--- src/rtl/prio_shed_pkg.sv ---
package prio_shed_pkg;
  localparam int PRIO_W = 3;
  typedef logic [PRIO_W-1:0] prio_t;
endpackage

--- src/rtl/shed_serial_rx.sv ---
module shed_serial_rx
  import prio_shed_pkg::*;
#(
  parameter int LONG_THR = 8,
  parameter int GAP_TO   = 40
) (
  input  logic  clk,
  input  logic  rst_n,
  input  logic  line_in,
  output logic  code_vld,
  output prio_t code
);
  localparam int LIM = (LONG_THR > GAP_TO) ? LONG_THR : GAP_TO;
  localparam int CW  = $clog2(LIM + 1);

  logic          sy1_q, sy2_q, prev_q;
  logic [CW-1:0] hi_q, hi_d, gap_q, gap_d;
  logic          taken_q, taken_d;
  logic [1:0]    nbit_q, nbit_d;
  logic [1:0]    shf_q, shf_d;
  logic          vld_q, vld_d;
  prio_t         code_q, code_d;
  logic          take, tbit;

  always_comb begin
    hi_d    = hi_q;
    gap_d   = gap_q;
    taken_d = taken_q;
    nbit_d  = nbit_q;
    shf_d   = shf_q;
    vld_d   = 1'b0;
    code_d  = code_q;
    take    = 1'b0;
    tbit    = 1'b0;
    if (sy2_q) begin
      gap_d = '0;
      if (!taken_q) begin
        if (hi_q == CW'(LONG_THR)) begin
          take    = 1'b1;
          tbit    = 1'b1;
          taken_d = 1'b1;
        end else begin
          hi_d = hi_q + 1'b1;
        end
      end
    end else begin
      hi_d    = '0;
      taken_d = 1'b0;
      if (prev_q && !taken_q) begin
        take = 1'b1;
      end else if (nbit_q != 2'd0) begin
        if (gap_q == CW'(GAP_TO - 1)) begin
          nbit_d = 2'd0;
          gap_d  = '0;
        end else begin
          gap_d = gap_q + 1'b1;
        end
      end
    end
    if (take) begin
      if (nbit_q == 2'd2) begin
        vld_d  = 1'b1;
        code_d = {shf_q, tbit};
        nbit_d = 2'd0;
      end else begin
        shf_d  = {shf_q[0], tbit};
        nbit_d = nbit_q + 1'b1;
      end
    end
  end

  always_ff @(posedge clk or negedge rst_n) begin
    if (!rst_n) begin
      sy1_q   <= 1'b0;
      sy2_q   <= 1'b0;
      prev_q  <= 1'b0;
      hi_q    <= '0;
      gap_q   <= '0;
      taken_q <= 1'b0;
      nbit_q  <= 2'd0;
      shf_q   <= 2'd0;
      vld_q   <= 1'b0;
      code_q  <= '0;
    end else begin
      sy1_q   <= line_in;
      sy2_q   <= sy1_q;
      prev_q  <= sy2_q;
      hi_q    <= hi_d;
      gap_q   <= gap_d;
      taken_q <= taken_d;
      nbit_q  <= nbit_d;
      shf_q   <= shf_d;
      vld_q   <= vld_d;
      code_q  <= code_d;
    end
  end

  assign code_vld = vld_q;
  assign code     = code_q;
endmodule

--- src/rtl/shed_prio_regs.sv ---
module shed_prio_regs
  import prio_shed_pkg::*;
#(
  parameter int NUM_CH = 4,
  parameter int ADDR_W = 2
) (
  input  logic              clk,
  input  logic              rst_n,
  input  logic              wr,
  input  logic [ADDR_W-1:0] addr,
  input  logic [7:0]        wdata,
  output logic [7:0]        rdata,
  output prio_t             prio [NUM_CH],
  output logic              mben
);
  localparam int MODE_ADDR = (NUM_CH + 1) / 2;

  prio_t prio_q [NUM_CH];
  prio_t prio_d [NUM_CH];
  logic  mben_q, mben_d;

  for (genvar g = 0; g < NUM_CH; g++) begin : g_rank
    always_comb begin
      prio_d[g] = prio_q[g];
      if (wr && addr == ADDR_W'(g / 2)) prio_d[g] = wdata[(g % 2) * 4 +: PRIO_W];
    end
    always_ff @(posedge clk or negedge rst_n) begin
      if (!rst_n) prio_q[g] <= '0;
      else        prio_q[g] <= prio_d[g];
    end
    assign prio[g] = prio_q[g];
  end

  always_comb begin
    mben_d = mben_q;
    if (wr && addr == ADDR_W'(MODE_ADDR)) mben_d = wdata[0];
  end

  always_ff @(posedge clk or negedge rst_n) begin
    if (!rst_n) mben_q <= 1'b0;
    else        mben_q <= mben_d;
  end

  always_comb begin
    rdata = '0;
    if (addr == ADDR_W'(MODE_ADDR)) rdata[0] = mben_q;
    for (int i = 0; i < NUM_CH; i++) begin
      if (addr == ADDR_W'(i / 2)) rdata[(i % 2) * 4 +: PRIO_W] = prio_q[i];
    end
  end

  assign mben = mben_q;
endmodule

--- src/rtl/shed_chan_eval.sv ---
module shed_chan_eval
  import prio_shed_pkg::*;
#(
  parameter int NUM_CH   = 4,
  parameter int COOL_W   = 8,
  parameter int COOL_LEN = 100
) (
  input  logic                          clk,
  input  logic                          rst_n,
  input  logic                          code_vld,
  input  prio_t                         code,
  input  logic                          mben,
  input  prio_t                         prio [NUM_CH],
  input  logic [NUM_CH-1:0]             ch_on,
  input  logic [NUM_CH-1:0]             fault_start,
  input  logic [NUM_CH-1:0]             chan_rst,
  output logic [NUM_CH-1:0]             off_stb,
  output logic [NUM_CH-1:0]             clr_stb,
  output logic [NUM_CH-1:0][COOL_W-1:0] cool
);
  for (genvar g = 0; g < NUM_CH; g++) begin : g_ch
    logic              hit;
    logic              off_q, clr_q;
    logic [COOL_W-1:0] cool_q, cool_d;

    assign hit = code_vld & mben & ch_on[g] & (code <= prio[g]);

    always_comb begin
      cool_d = cool_q;
      if (chan_rst[g])          cool_d = '0;
      else if (fault_start[g])  cool_d = COOL_W'(COOL_LEN);
      else if (cool_q != '0)    cool_d = cool_q - 1'b1;
    end

    always_ff @(posedge clk or negedge rst_n) begin
      if (!rst_n) begin
        off_q  <= 1'b0;
        clr_q  <= 1'b0;
        cool_q <= '0;
      end else begin
        off_q  <= hit;
        clr_q  <= hit;
        cool_q <= cool_d;
      end
    end

    assign off_stb[g] = off_q;
    assign clr_stb[g] = clr_q;
    assign cool[g]    = cool_q;
  end
endmodule

--- src/rtl/prio_shed_ctrl.sv ---
module prio_shed_ctrl
  import prio_shed_pkg::*;
#(
  parameter int NUM_CH   = 4,
  parameter int ADDR_W   = 2,
  parameter int LONG_THR = 8,
  parameter int GAP_TO   = 40,
  parameter int COOL_W   = 8,
  parameter int COOL_LEN = 100
) (
  input  logic                     clk,
  input  logic                     rst_n,
  input  logic                     shed_in,
  input  logic                     reg_wr,
  input  logic [ADDR_W-1:0]        reg_addr,
  input  logic [7:0]               reg_wdata,
  output logic [7:0]               reg_rdata,
  input  logic [NUM_CH-1:0]        ch_on,
  input  logic [NUM_CH-1:0]        fault_start,
  input  logic [NUM_CH-1:0]        chan_rst,
  output logic [NUM_CH-1:0]        off_stb,
  output logic [NUM_CH-1:0]        clr_stb,
  output logic [NUM_CH*COOL_W-1:0] cool_cnt
);
  logic rs1_q, rst_q_n;
  logic code_vld, mben;
  prio_t code;
  prio_t prio [NUM_CH];
  logic [NUM_CH-1:0][COOL_W-1:0] cool;

  always_ff @(posedge clk or negedge rst_n) begin
    if (!rst_n) begin
      rs1_q   <= 1'b0;
      rst_q_n <= 1'b0;
    end else begin
      rs1_q   <= 1'b1;
      rst_q_n <= rs1_q;
    end
  end

  shed_serial_rx #(.LONG_THR(LONG_THR), .GAP_TO(GAP_TO)) u_rx (
    .clk(clk), .rst_n(rst_q_n), .line_in(shed_in),
    .code_vld(code_vld), .code(code)
  );

  shed_prio_regs #(.NUM_CH(NUM_CH), .ADDR_W(ADDR_W)) u_regs (
    .clk(clk), .rst_n(rst_q_n), .wr(reg_wr), .addr(reg_addr),
    .wdata(reg_wdata), .rdata(reg_rdata), .prio(prio), .mben(mben)
  );

  shed_chan_eval #(.NUM_CH(NUM_CH), .COOL_W(COOL_W), .COOL_LEN(COOL_LEN)) u_eval (
    .clk(clk), .rst_n(rst_q_n), .code_vld(code_vld), .code(code),
    .mben(mben), .prio(prio), .ch_on(ch_on), .fault_start(fault_start),
    .chan_rst(chan_rst), .off_stb(off_stb), .clr_stb(clr_stb), .cool(cool)
  );

  assign cool_cnt = cool;
endmodule

--- config.mk ---
export PLATFORM = sky130hd
export DESIGN_NAME = prio_shed_ctrl
export DESIGN_NICKNAME = d
export VERILOG_FILES = /design/src/rtl/prio_shed_pkg.sv /design/src/rtl/shed_serial_rx.sv /design/src/rtl/shed_prio_regs.sv /design/src/rtl/shed_chan_eval.sv /design/src/rtl/prio_shed_ctrl.sv
export SDC_FILE = /design/constraint.sdc
export NUM_CORES = 1
export LEC_CHECK = 0
export BUFFER_PORTS_ARGS = -buffer_cell sky130_fd_sc_hd__buf_2
export CORE_UTILIZATION = 55
export CTS_CLUSTER_DIAMETER = 150
export DETAILED_ROUTE_END_ITERATION = 8
export PLACE_DENSITY = 0.86
export SLEW_MARGIN = 10
export SYNTH_ARGS = -nofsm -noshare
export SYNTH_HDL_FRONTEND = slang
export SYNTH_SLANG_ARGS = --single-unit
--- constraint.sdc ---
create_clock -name clk -period 2.7 [get_ports clk]
set_input_delay 0.54 -clock clk [delete_from_list [all_inputs] [get_ports clk]]
set_output_delay 0.54 -clock clk [all_outputs]
set_load 0.01 [all_outputs]
==> run_results.csv, run 1 <==
group,metric,value,unit
run_status,status,"finished clean",
worst_setup_path,max_stage_delay,0.48,ns
finish,areaGrowthSynthToFinish,15.1,%
clocking,cts_tree,"yes",
detailed_routing,routed_wl,7770,um
timing,worst_slew_margin_rel,40.2,%
synth,yosys.cell_types.count,49,
place,placedCellCount,558,
worst_setup_path,crit_required,2.94,ns
worst_setup_path,crit_arrival,2.25,ns
finish,fillers,518,
detailed_routing,routedWlPerCell,13.5,um
detailed_routing,firstDrtPassIters,4,
pwr,p_sw_share,30.9,%
clocking,cts_resized,0,
hold_path,hold_path_class,"in -> reg",
place,port_buffers,69,
synth,synth-seq-cells,75,
finish,final_cell_mix,"dfrtp_1 (74), buf_2 (69), nor2_1 (45)",
timing,finalCriticalPeriod,2.01,ns
place,gp_congestion,0.827,
floorplan,fp.coreArea,0.00687,mm^2
floorplan,rows,30,
timing,fmax,0.497,GHz
timing,maxSlewViolCount,0,
pwr,combPwrFrac,23.5,%
pwr,clkPwrFrac,29.9,%
global_routing,grt_pass1_vias,2994,
global_routing,grt_use_met2,36.9,%
synth,ys.flop_type,"dfrtp_1",
pwr,pwr-share-seq,46.6,%
pwr,p_int,2.01,mW
floorplan,initial_utilization,57.8,%
synth,yosysWarnings,0,
synth,yosysSeqAreaShare,47.3,%
global_routing,antenna_found_initial,0,
finish,antenna_cells,0,
finish,stdcell_count,575,
pwr,leakage,2.24,nW
synth,synth_edf_count,0,
finish,utilization,66.5,%
floorplan,fp.dieH,87.0,um
timing,hold_slack,0.308,ns
clocking,post_cts_buffers,0,
worst_setup_path,cpMaxStageDelayCell,"or4b_1",
clocking,cts_max_path_buffers,2,
synth,synth_cells,406,
global_routing,grt-busiest-layer,"met2",
timing,hold_viol,0,
worst_setup_path,crit_path_start_kind,"flip-flop",
detailed_routing,vias,3188,
global_routing,grt.total_usage,22.1,%
global_routing,overflow,0,
timing,rsz0062_at_grt,"false",
worst_setup_path,end_kind,"flip-flop",
synth,synth_area,0.00397,mm^2
worst_setup_path,crit_path_max_fanout,5,
clocking,clk_pin_slew,0.07,ns
timing,fin_tns_setup,0,ns
synth,avgSynthCellArea,9.78,um^2
finish,layout_commonest_cell,"dfrtp_1",
timing,finClkSkew,0.0134,ns
clocking,clk-insertion-delay-late,0.35,ns
pwr,ir_drop,0.413,mV
pwr,p_sw,899,uW
pwr,power.density,637,mW/mm^2
finish,drive_above_1_share,22.1,%
detailed_routing,drtIter0Drc,148,
pwr,power,2.91,mW
timing,tightest_slew,0.897,ns
floorplan,ios,74,
clocking,cts-root-buf,"clkbuf_8",
clocking,cts.sinks,75,
clocking,htree_num_levels,3,
clocking,cts_buffers,9,
detailed_routing,drc,0,
worst_setup_path,worst-setup-path-type,"reg -> reg",
timing,finalSetupViolCount,0,
global_routing,grt_max_degree,74,
timing,period_share,74.5,%
floorplan,die_area,0.00756,mm^2
run,drv_cap,0,
global_routing,use_met3,4.17,%
floorplan,die_width,87.0,um
detailed_routing,ant_nets,0,
detailed_routing,vias_per_cell,5.54,
global_routing,globalRouteMet1Util,27.2,%
synth,synthArstFlopShare,100,%
finish,nets,523,
worst_setup_path,crit_chain,"inv_1 > ha_1 > or4b_1 > or4_4 > xnor2_1 > nor2_1",
place,dp_hpwl,5570,um
global_routing,grt_pass1_wl,13000,um
[final cells by class]
class                   count  area [um^2]  area share (%)
multi-input cells         289         1900            41.6
inverters                  28          105            2.30
well taps                  96          120            2.63
clock inverters             4         50.0            1.09
flip-flops and latches     75         1880            41.1
repair buffers             71          363            7.94
clock buffers              12          155            3.39
[state kept, by name, indices dropped and copies added (netlist names)]
name / cells
u_eval.g_ch.off_q: 4
u_rx.hi_q: 6
u_rx.code: 3
u_rx.prev_q: 1
u_rx.taken_q: 1
u_regs.mben: 1
u_rx.code_vld: 1
u_rx.gap_q: 6
u_rx.shf_q: 2
u_rx.sy2_q: 1
u_rx.sy1_q: 1
u_eval.g_ch.cool_q: 32
rs1_q: 1
rst_q_n: 1
u_regs.prio: 12
u_rx.nbit_q: 2
[cells by family after synthesis]
| family | synth area share [%] |
|---|---|
| multiplexers | 6.46 |
| XOR/XNOR | 2.87 |
| flip-flops | 47.3 |
| other | 0.189 |
| buffers and inverters | 5.01 |
| adder cells (fa/ha/maj) | 7.25 |
| AND/OR/NAND/NOR | 20.8 |
| AO/OA/AOI/OAI | 10.2 |
[worst max-delay path, delay by kind of cell, from the launching register on]
kind	cells	cell delay, ns
flops	1	0.43
buf+inv	1	0.10
simple gates	3	1.00
fa+ha+maj	1	0.20
xor+xnor	1	0.17
[per-stage QoR]
step | worst slack (ns) | cell area (um^2)
final | 0.688 | 4570
after floorplan | 0.457 | 3980
after CTS | 0.692 | 4570
after global placement | 0.756 | 4360
after global routing | 0.576 | 4570
after detailed placement | 0.721 | 4360
[power groups by stage]
stage                     logic, mW  clock network [mW]  registers [mW]
after global routing          0.772               0.942            1.38
after global placement        0.647                   0            1.37
after floorplan               0.458                   0            1.39
final                         0.684               0.870            1.36
after detailed placement      0.679                   0            1.37
after CTS                     0.687               0.892            1.36
[layer usage]
| layer | vias up | wire (um) |
|---|---|---|
| li1 | 1561 | - |
| met1 | 1519 | 3480 |
| met2 | 91 | 3780 |
| met3 | 17 | 318 |
| met4 | 0 | 192 |
| met5 | - | 0 |
[repair_timing]
action	CTS	global route
hold endpoints to repair	2	0
endpoints found under the setup margin	0	0
hold buffers	1	0
[synth_stat cells (2+ instances only)]
cell       instances  area, um^2
a2111oi_0          2        17.5
a211oi_1           5        37.5
a21oi_1           30         150
a31oi_1            5        31.3
and3_1             2        12.5
and3b_1            2        17.5
buf_4             10        75.1
clkbuf_1           5        18.8
conb_1             2        7.51
dfrtp_1           75        1880
ha_1              23         288
inv_1             27         101
mux2_2            13         146
mux2i_1           11         110
nand2_1           24        90.1
nand2b_1           5        31.3
nand3_1           17        85.1
nand3b_1           7        52.6
nor2_1            45         169
nor2b_1           11        68.8
nor3_1            16        80.1
nor3b_1            3        22.5
nor4_1             7        43.8
o21ai_0           13        65.1
o31ai_1            2        15.0
or2_2              4        25.0
or3_1              3        18.8
or3b_1             3        26.3
or4_1              3        22.5
xnor2_1            9        78.8
xor2_1             4        35.0
[path summary, 6_finish.rpt]
check	cells past startpoint	slack, ns	to	startpoint
min in group asynchronous	1	0.47	u_regs.prio[7]	rst_q_n
max reg2reg	6	0.69	u_eval.g_ch[0].cool_q[0]	u_eval.g_ch[0].cool_q[0]
max in group asynchronous	1	1.63	u_rx.gap_q[2]	rst_q_n
max	6	0.69	u_eval.g_ch[0].cool_q[0]	u_eval.g_ch[0].cool_q[0]
min	1	0.31	u_rx.sy1_q	shed_in
min reg2reg	0	0.35	rst_q_n	rs1_q
No activity file was read; power rests on OpenSTA's default activity.
==> inputs of run 2 (changes only) <==
--- a/config.mk
+++ b/config.mk
@@ -6,10 +6,10 @@
 export NUM_CORES = 1
 export LEC_CHECK = 0
 export BUFFER_PORTS_ARGS = -buffer_cell sky130_fd_sc_hd__buf_2
-export CORE_UTILIZATION = 55
+export CORE_UTILIZATION = 50
 export CTS_CLUSTER_DIAMETER = 150
 export DETAILED_ROUTE_END_ITERATION = 8
-export PLACE_DENSITY = 0.86
+export PLACE_DENSITY = 0.83
 export SLEW_MARGIN = 10
 export SYNTH_ARGS = -nofsm -noshare
 export SYNTH_HDL_FRONTEND = slang
==> constraint.sdc (replaced) <==
create_clock -name clk -period 1.85 [get_ports clk]
set_input_delay 0.37 -clock clk [delete_from_list [all_inputs] [get_ports clk]]
set_output_delay 0.37 -clock clk [all_outputs]
set_load 0.01 [all_outputs]
==> run 2 against run 1 <==
  * The run now ends with negative setup slack left
  * Clock skew down 0.0013 ns
  * Critical endpoint unchanged
  * First-iteration DRC count up 36%
  * Final cell count up 3.7%
  * Clock power up 69%
  * Worst setup slack worse by 0.73 ns
  * Via count up 1.9%
  * Largest cell class unchanged
==> run_results.csv, run 2 (synthesis results as in run 1) <==
group,metric,value,unit
run_status,status,"complete, but fails checks",
run_status,violations,"negative setup slack",
place,gp_congestion,0.837,
worst_setup_path,max_stage_delay,0.49,ns
place,place_area,0.00450,mm^2
global_routing,grt_pass1_vias,3273,
finish,nets,539,
timing,finalSetupViolCount,2,
timing,worst_slack,-0.0435,ns
timing,hold_slack,0.157,ns
detailed_routing,routed_wl,8070,um
worst_setup_path,crit_chain,"inv_2 > ha_4 > or4b_4 > or4_4 > xnor2_2 > nor2_1",
worst_setup_path,crit_required,2.08,ns
timing,worst_slew_margin_rel,65.3,%
worst_setup_path,cpMaxStageDelayCell,"or4_4",
timing,fin_tns_setup,-0.0838,ns
finish,stdcell_count,596,
floorplan,die_area,0.00830,mm^2
floorplan,die_width,91.1,um
timing,tightest_slew,0.519,ns
detailed_routing,ant_nets,0,
worst_setup_path,r2r_cells,6,
worst_setup_path,worst-setup-path-type,"reg -> reg",
detailed_routing,firstDrtPassIters,6,
timing,fmax,0.528,GHz
timing,finalCriticalPeriod,1.89,ns
worst_setup_path,crit_arrival,2.12,ns
hold_path,min_from,"shed_in",
global_routing,grt_pass1_wl,14300,um
clocking,clk_pin_slew,0.07,ns
floorplan,fp.dieH,91.1,um
worst_setup_path,r2r_end,"u_eval.g_ch[0].cool_q[0]",
timing,period_share,102,%
run,drv_cap,0,
clocking,cts.sinks,75,
detailed_routing,vias,3247,
worst_setup_path,r2r_start,"u_eval.g_ch[0].cool_q[0]",
place,port_buffers,69,
hold_path,hold_path_class,"in -> reg",
finish,antenna_cells,0,
global_routing,overflow,0,
global_routing,grt.total_usage,21.3,%
detailed_routing,routedWlPerCell,13.5,um
clocking,cts_buffers,9,
timing,maxSlewViolCount,0,
finish,fillers,635,
timing,hold_viol,0,
clocking,cts-root-buf,"clkbuf_8",
pwr,ir_drop,0.493,mV
worst_setup_path,crit_path_max_fanout,4,
hold_path,holdPathEnd,"u_rx.sy1_q",
detailed_routing,drc,0,
pwr,power.density,949,mW/mm^2
pwr,leakage,2.36,nW
finish,final_cell_mix,"dfrtp_1 (74), buf_2 (69), nor2_1 (44)",
finish,drive_above_1_share,26.9,%
floorplan,ios,74,
worst_setup_path,end_kind,"flip-flop",
floorplan,fp.coreArea,0.00769,mm^2
worst_setup_path,rrSetupSlack,-0.04,ns
detailed_routing,vias_per_cell,5.45,
finish,areaGrowthSynthToFinish,20.5,%
timing,finClkSkew,0.0122,ns
worst_setup_path,crit_family,"simple AND/OR/NAND/NOR gates",
floorplan,rows,32,
finish,utilization,62.3,%
clocking,cts_tree,"yes",
clocking,cts_max_path_buffers,2,
global_routing,antenna_found_initial,0,
clocking,post_cts_buffers,0,
worst_setup_path,cp_num_buf_inv,1,
worst_setup_path,crit_path_start_kind,"flip-flop",
global_routing,grt_max_degree,74,
floorplan,initial_utilization,51.7,%
finish,layout_commonest_cell,"dfrtp_1",
place,dp_hpwl,5730,um
place,placedCellCount,580,
finish,final_area,0.00479,mm^2
finish,regMostFlops,"u_eval.g_ch.cool_q",
finish,largest_reg_flops,32,
hold_path,hold_depth,1,
detailed_routing,drtIter0Drc,201,
clocking,clk-insertion-delay-late,0.35,ns
clocking,htree_num_levels,3,
timing,rsz0062_at_grt,"true",
-- run 2: through the flow --
| stage | power [mW] | setup WS, ns |
|---|---|---|
| after floorplan | 2.69 | -0.0589 |
| after global placement | 2.99 | 0.0115 |
| after detailed placement | 3.05 | -0.0247 |
| after CTS | 4.57 | -0.0113 |
| after global routing | 4.82 | -0.112 |
| final | 4.54 | -0.0435 |
-- run 2: layer usage --
| layer | part of all wire [%] | global-route usage (%) |
|---|---|---|
| met1 | 44 | 25.9 |
| met2 | 50 | 37.1 |
| met3 | 3.9 | 3.85 |
| met4 | 2.1 | 9.13 |
| met5 | 0 | 0 |
-- run 2: timing repair --
| item | CTS | global route |
|---|---|---|
| hold buffers | 1 | 0 |
| hold endpoints to repair | 2 | 0 |
| cloned | 0 | 0 |
| gates resized for setup | 9 | 5 |
| endpoints found under the setup margin | 3 | 9 |
| pin swaps | 0 | 2 |
-- run 2: layout make-up --
class / count / area [um^2] / share of cell area (%)
Clock inverter: 5 / 104 / 2.17
Inverter: 28 / 105 / 2.20
Multi-Input combinational cell: 289 / 1950 / 40.7
Clock buffer: 10 / 128 / 2.67
Tap cell: 102 / 128 / 2.67
Sequential cell: 75 / 1880 / 39.2
Timing Repair Buffer: 87 / 495 / 10.4
-- run 2: worst max path at each step --
stage	from	end	slack, ns	cells after the start
after global routing	u_eval.g_ch[0].cool_q[0]	u_eval.g_ch[0].cool_q[0]	-0.11	6
after floorplan	u_eval.g_ch[0].cool_q[0]	u_eval.g_ch[0].cool_q[0]	-0.06	6
after CTS	u_eval.g_ch[0].cool_q[0]	u_eval.g_ch[0].cool_q[0]	-0.01	6
after detailed placement	u_eval.g_ch[0].cool_q[0]	u_eval.g_ch[0].cool_q[0]	-0.02	6
after global placement	u_eval.g_ch[0].cool_q[0]	u_eval.g_ch[0].cool_q[0]	0.01	6
final	u_eval.g_ch[0].cool_q[0]	u_eval.g_ch[0].cool_q[0]	-0.04	6
-- run 2: power breakdown --
group	internal (mW)	switching [mW]	total, mW
combinational	0.511	0.598	1.11
sequential	1.80	0.165	1.96
clock	0.889	0.582	1.47
==> inputs of run 3 (changes only) <==
--- a/config.mk
+++ b/config.mk
@@ -10,6 +10,7 @@
 export CTS_CLUSTER_DIAMETER = 150
 export DETAILED_ROUTE_END_ITERATION = 8
 export PLACE_DENSITY = 0.83
+export RECOVER_POWER = 25
 export SLEW_MARGIN = 10
 export SYNTH_ARGS = -nofsm -noshare
 export SYNTH_HDL_FRONTEND = slang
==> run 3 against run 2 <==
  * The flow still finishes with violations (negative setup slack)
  * Register-to-register slack hardly changed
  * Combinational power is essentially flat
  * Non-clock buffer count unchanged
  * Via count decreased by 0.12%
  * Final area fell by 0.31%
  * Worst setup slack gained 0.0016 ns
  * Power fell by 0.12%
  * Die area unchanged
  * Worst hold slack better by 0.015 ns
  * Final cell count stayed put
  * Sequential power hardly changed
  * Wire length barely moved
  * Critical endpoint unchanged
==> run_results.csv, run 3 (synthesis results as in run 1) <==
group,metric,value,unit
pwr,ir_drop,0.492,mV
worst_setup_path,worst-setup-path-type,"reg -> reg",
clocking,cts-root-buf,"clkbuf_8",
global_routing,antenna_found_initial,0,
worst_setup_path,max_stage_delay,0.49,ns
finish,stdcell_count,596,
place,dp_hpwl,5730,um
timing,period_share,102,%
timing,finalCriticalPeriod,1.89,ns
detailed_routing,vias_per_cell,5.44,
global_routing,use_met3,3.85,%
run_status,status,"complete, but fails checks",
clocking,cts_max_path_buffers,2,
finish,drive_above_1_share,26.5,%
timing,finalSetupViolCount,2,
pwr,power,4.54,mW
worst_setup_path,crit_required,2.08,ns
finish,seqCellArea,0.00188,mm^2
detailed_routing,drtIter0Drc,200,
place,port_buffers,69,
floorplan,die_area,0.00830,mm^2
clocking,cts.sinks,75,
pwr,leakage,2.35,nW
worst_setup_path,cpMaxStageDelayCell,"or4_4",
worst_setup_path,crit_path_max_fanout,4,
global_routing,grt_use_met2,37.1,%
floorplan,fp.coreArea,0.00769,mm^2
pwr,power.density,951,mW/mm^2
global_routing,grt.total_usage,21.3,%
global_routing,grt-busiest-layer,"met2",
finish,areaGrowthSynthToFinish,20.2,%
finish,multiInputGateArea,0.00195,mm^2
timing,worst_slack,-0.0419,ns
finish,fillers,638,
place,place_area,0.00450,mm^2
global_routing,overflow,0,
floorplan,die_width,91.1,um
clocking,htree_num_levels,3,
detailed_routing,routed_wl,8070,um
hold_path,holdPathEnd,"u_rx.sy1_q",
timing,rsz0062_at_grt,"true",
hold_path,min_from,"shed_in",
clocking,clk-insertion-delay-late,0.35,ns
worst_setup_path,end_kind,"flip-flop",
finish,largest_reg_flops,32,
floorplan,rows,32,
worst_setup_path,rrSetupSlack,-0.04,ns
clocking,cts_buffers,9,
floorplan,fp.dieH,91.1,um
worst_setup_path,r2r_start,"u_eval.g_ch[0].cool_q[0]",
worst_setup_path,crit_path_start_kind,"flip-flop",
worst_setup_path,r2r_cells,6,
worst_setup_path,crit_arrival,2.12,ns
hold_path,hold_path_class,"in -> reg",
detailed_routing,routedWlPerCell,13.5,um
timing,tightest_slew,0.979,ns
place,placedCellCount,580,
clocking,cts_tree,"yes",
finish,nets,539,
detailed_routing,drc,0,
timing,fmax,0.529,GHz
timing,maxSlewViolCount,0,
global_routing,grt_pass1_wl,14300,um
timing,hold_viol,0,
finish,final_area,0.00477,mm^2
run_status,violations,"negative setup slack",
hold_path,hold_depth,1,
detailed_routing,firstDrtPassIters,4,
floorplan,initial_utilization,51.7,%
finish,regMostFlops,"u_eval.g_ch.cool_q",
worst_setup_path,r2r_end,"u_eval.g_ch[0].cool_q[0]",
worst_setup_path,cp_num_buf_inv,1,
worst_setup_path,cp.depth,6,
timing,hold_slack,0.172,ns
global_routing,globalRouteMet1Util,25.9,%
timing,worst_slew_margin_rel,34.7,%
run,drv_cap,0,
finish,antenna_cells,0,
finish,final_cell_mix,"dfrtp_1 (74), buf_2 (67), nor2_1 (44)",
global_routing,grt_max_degree,74,
worst_setup_path,crit_family,"simple AND/OR/NAND/NOR gates",
detailed_routing,vias,3243,
floorplan,ios,74,
detailed_routing,ant_nets,0,
worst_setup_path,crit_chain,"inv_2 > ha_4 > or4b_4 > or4_4 > xnor2_2 > nor2_1",
place,gp_congestion,0.837,
global_routing,grt_pass1_vias,3273,
clocking,clk_pin_slew,0.07,ns
finish,layout_commonest_cell,"dfrtp_1",
timing,finClkSkew,0.0121,ns
## run 3: metrics by stage
stage,util [%],setup TNS [ns],setup slack [ns]
detailed placement,58.5,-0.0490,-0.0247
finish,62.1,-0.0783,-0.0419
floorplan,-,-0.157,-0.0589
global route,62.1,-0.287,-0.112
global placement,58.5,0,0.0115
CTS,62.1,-0.0224,-0.0113
## run 3: timing repair
| action | CTS | global route |
|---|---|---|
| hold endpoints to repair | 2 | 0 |
| buffers inserted | 0 | 0 |
| resized for setup | 9 | 5 |
| pin swaps | 0 | 2 |
| hold buffers | 1 | 0 |
| endpoints found under the setup margin | 3 | 9 |
## run 3: metal layers
layer / vias up / share of wire, %
met5: - / 0
met4: 0 / 2.1
met3: 15 / 4.0
met2: 83 / 50
met1: 1560 / 44
li1: 1585 / -
## run 3: layout make-up
class | count | area share [%]
Clock inverter | 5 | 2.18
Inverter | 28 | 2.20
Clock buffer | 10 | 2.67
Multi-Input combinational cell | 289 | 40.8
Tap cell | 102 | 2.67
Timing Repair Buffer | 87 | 10.1
Sequential cell | 75 | 39.4
## run 3: worst reg2reg max path, stage by stage (launching register included)
cell     delay (ns)
dfrtp_1        0.40
inv_2          0.08
ha_4           0.13
or4b_4         0.46
or4_4          0.49
xnor2_2        0.16
nor2_1         0.06
## run 3: how the worst max path moves through the flow
| stage | startpoint | to | slack [ns] |
|---|---|---|---|
| floorplan | u_eval.g_ch[0].cool_q[0] | u_eval.g_ch[0].cool_q[0] | -0.06 |
| global placement | u_eval.g_ch[0].cool_q[0] | u_eval.g_ch[0].cool_q[0] | 0.01 |
| detailed placement | u_eval.g_ch[0].cool_q[0] | u_eval.g_ch[0].cool_q[0] | -0.02 |
| CTS | u_eval.g_ch[0].cool_q[0] | u_eval.g_ch[0].cool_q[0] | -0.01 |
| global route | u_eval.g_ch[0].cool_q[0] | u_eval.g_ch[0].cool_q[0] | -0.11 |
| finish | u_eval.g_ch[0].cool_q[0] | u_eval.g_ch[0].cool_q[0] | -0.04 |
## run 3: report_power, final
part | internal (mW) | switching (mW) | leakage, nW
combinational | 0.507 | 0.598 | 1.26
clock | 0.889 | 0.581 | 0.116
sequential | 1.80 | 0.164 | 0.976
total | 3.19 | 1.34 | 2.35
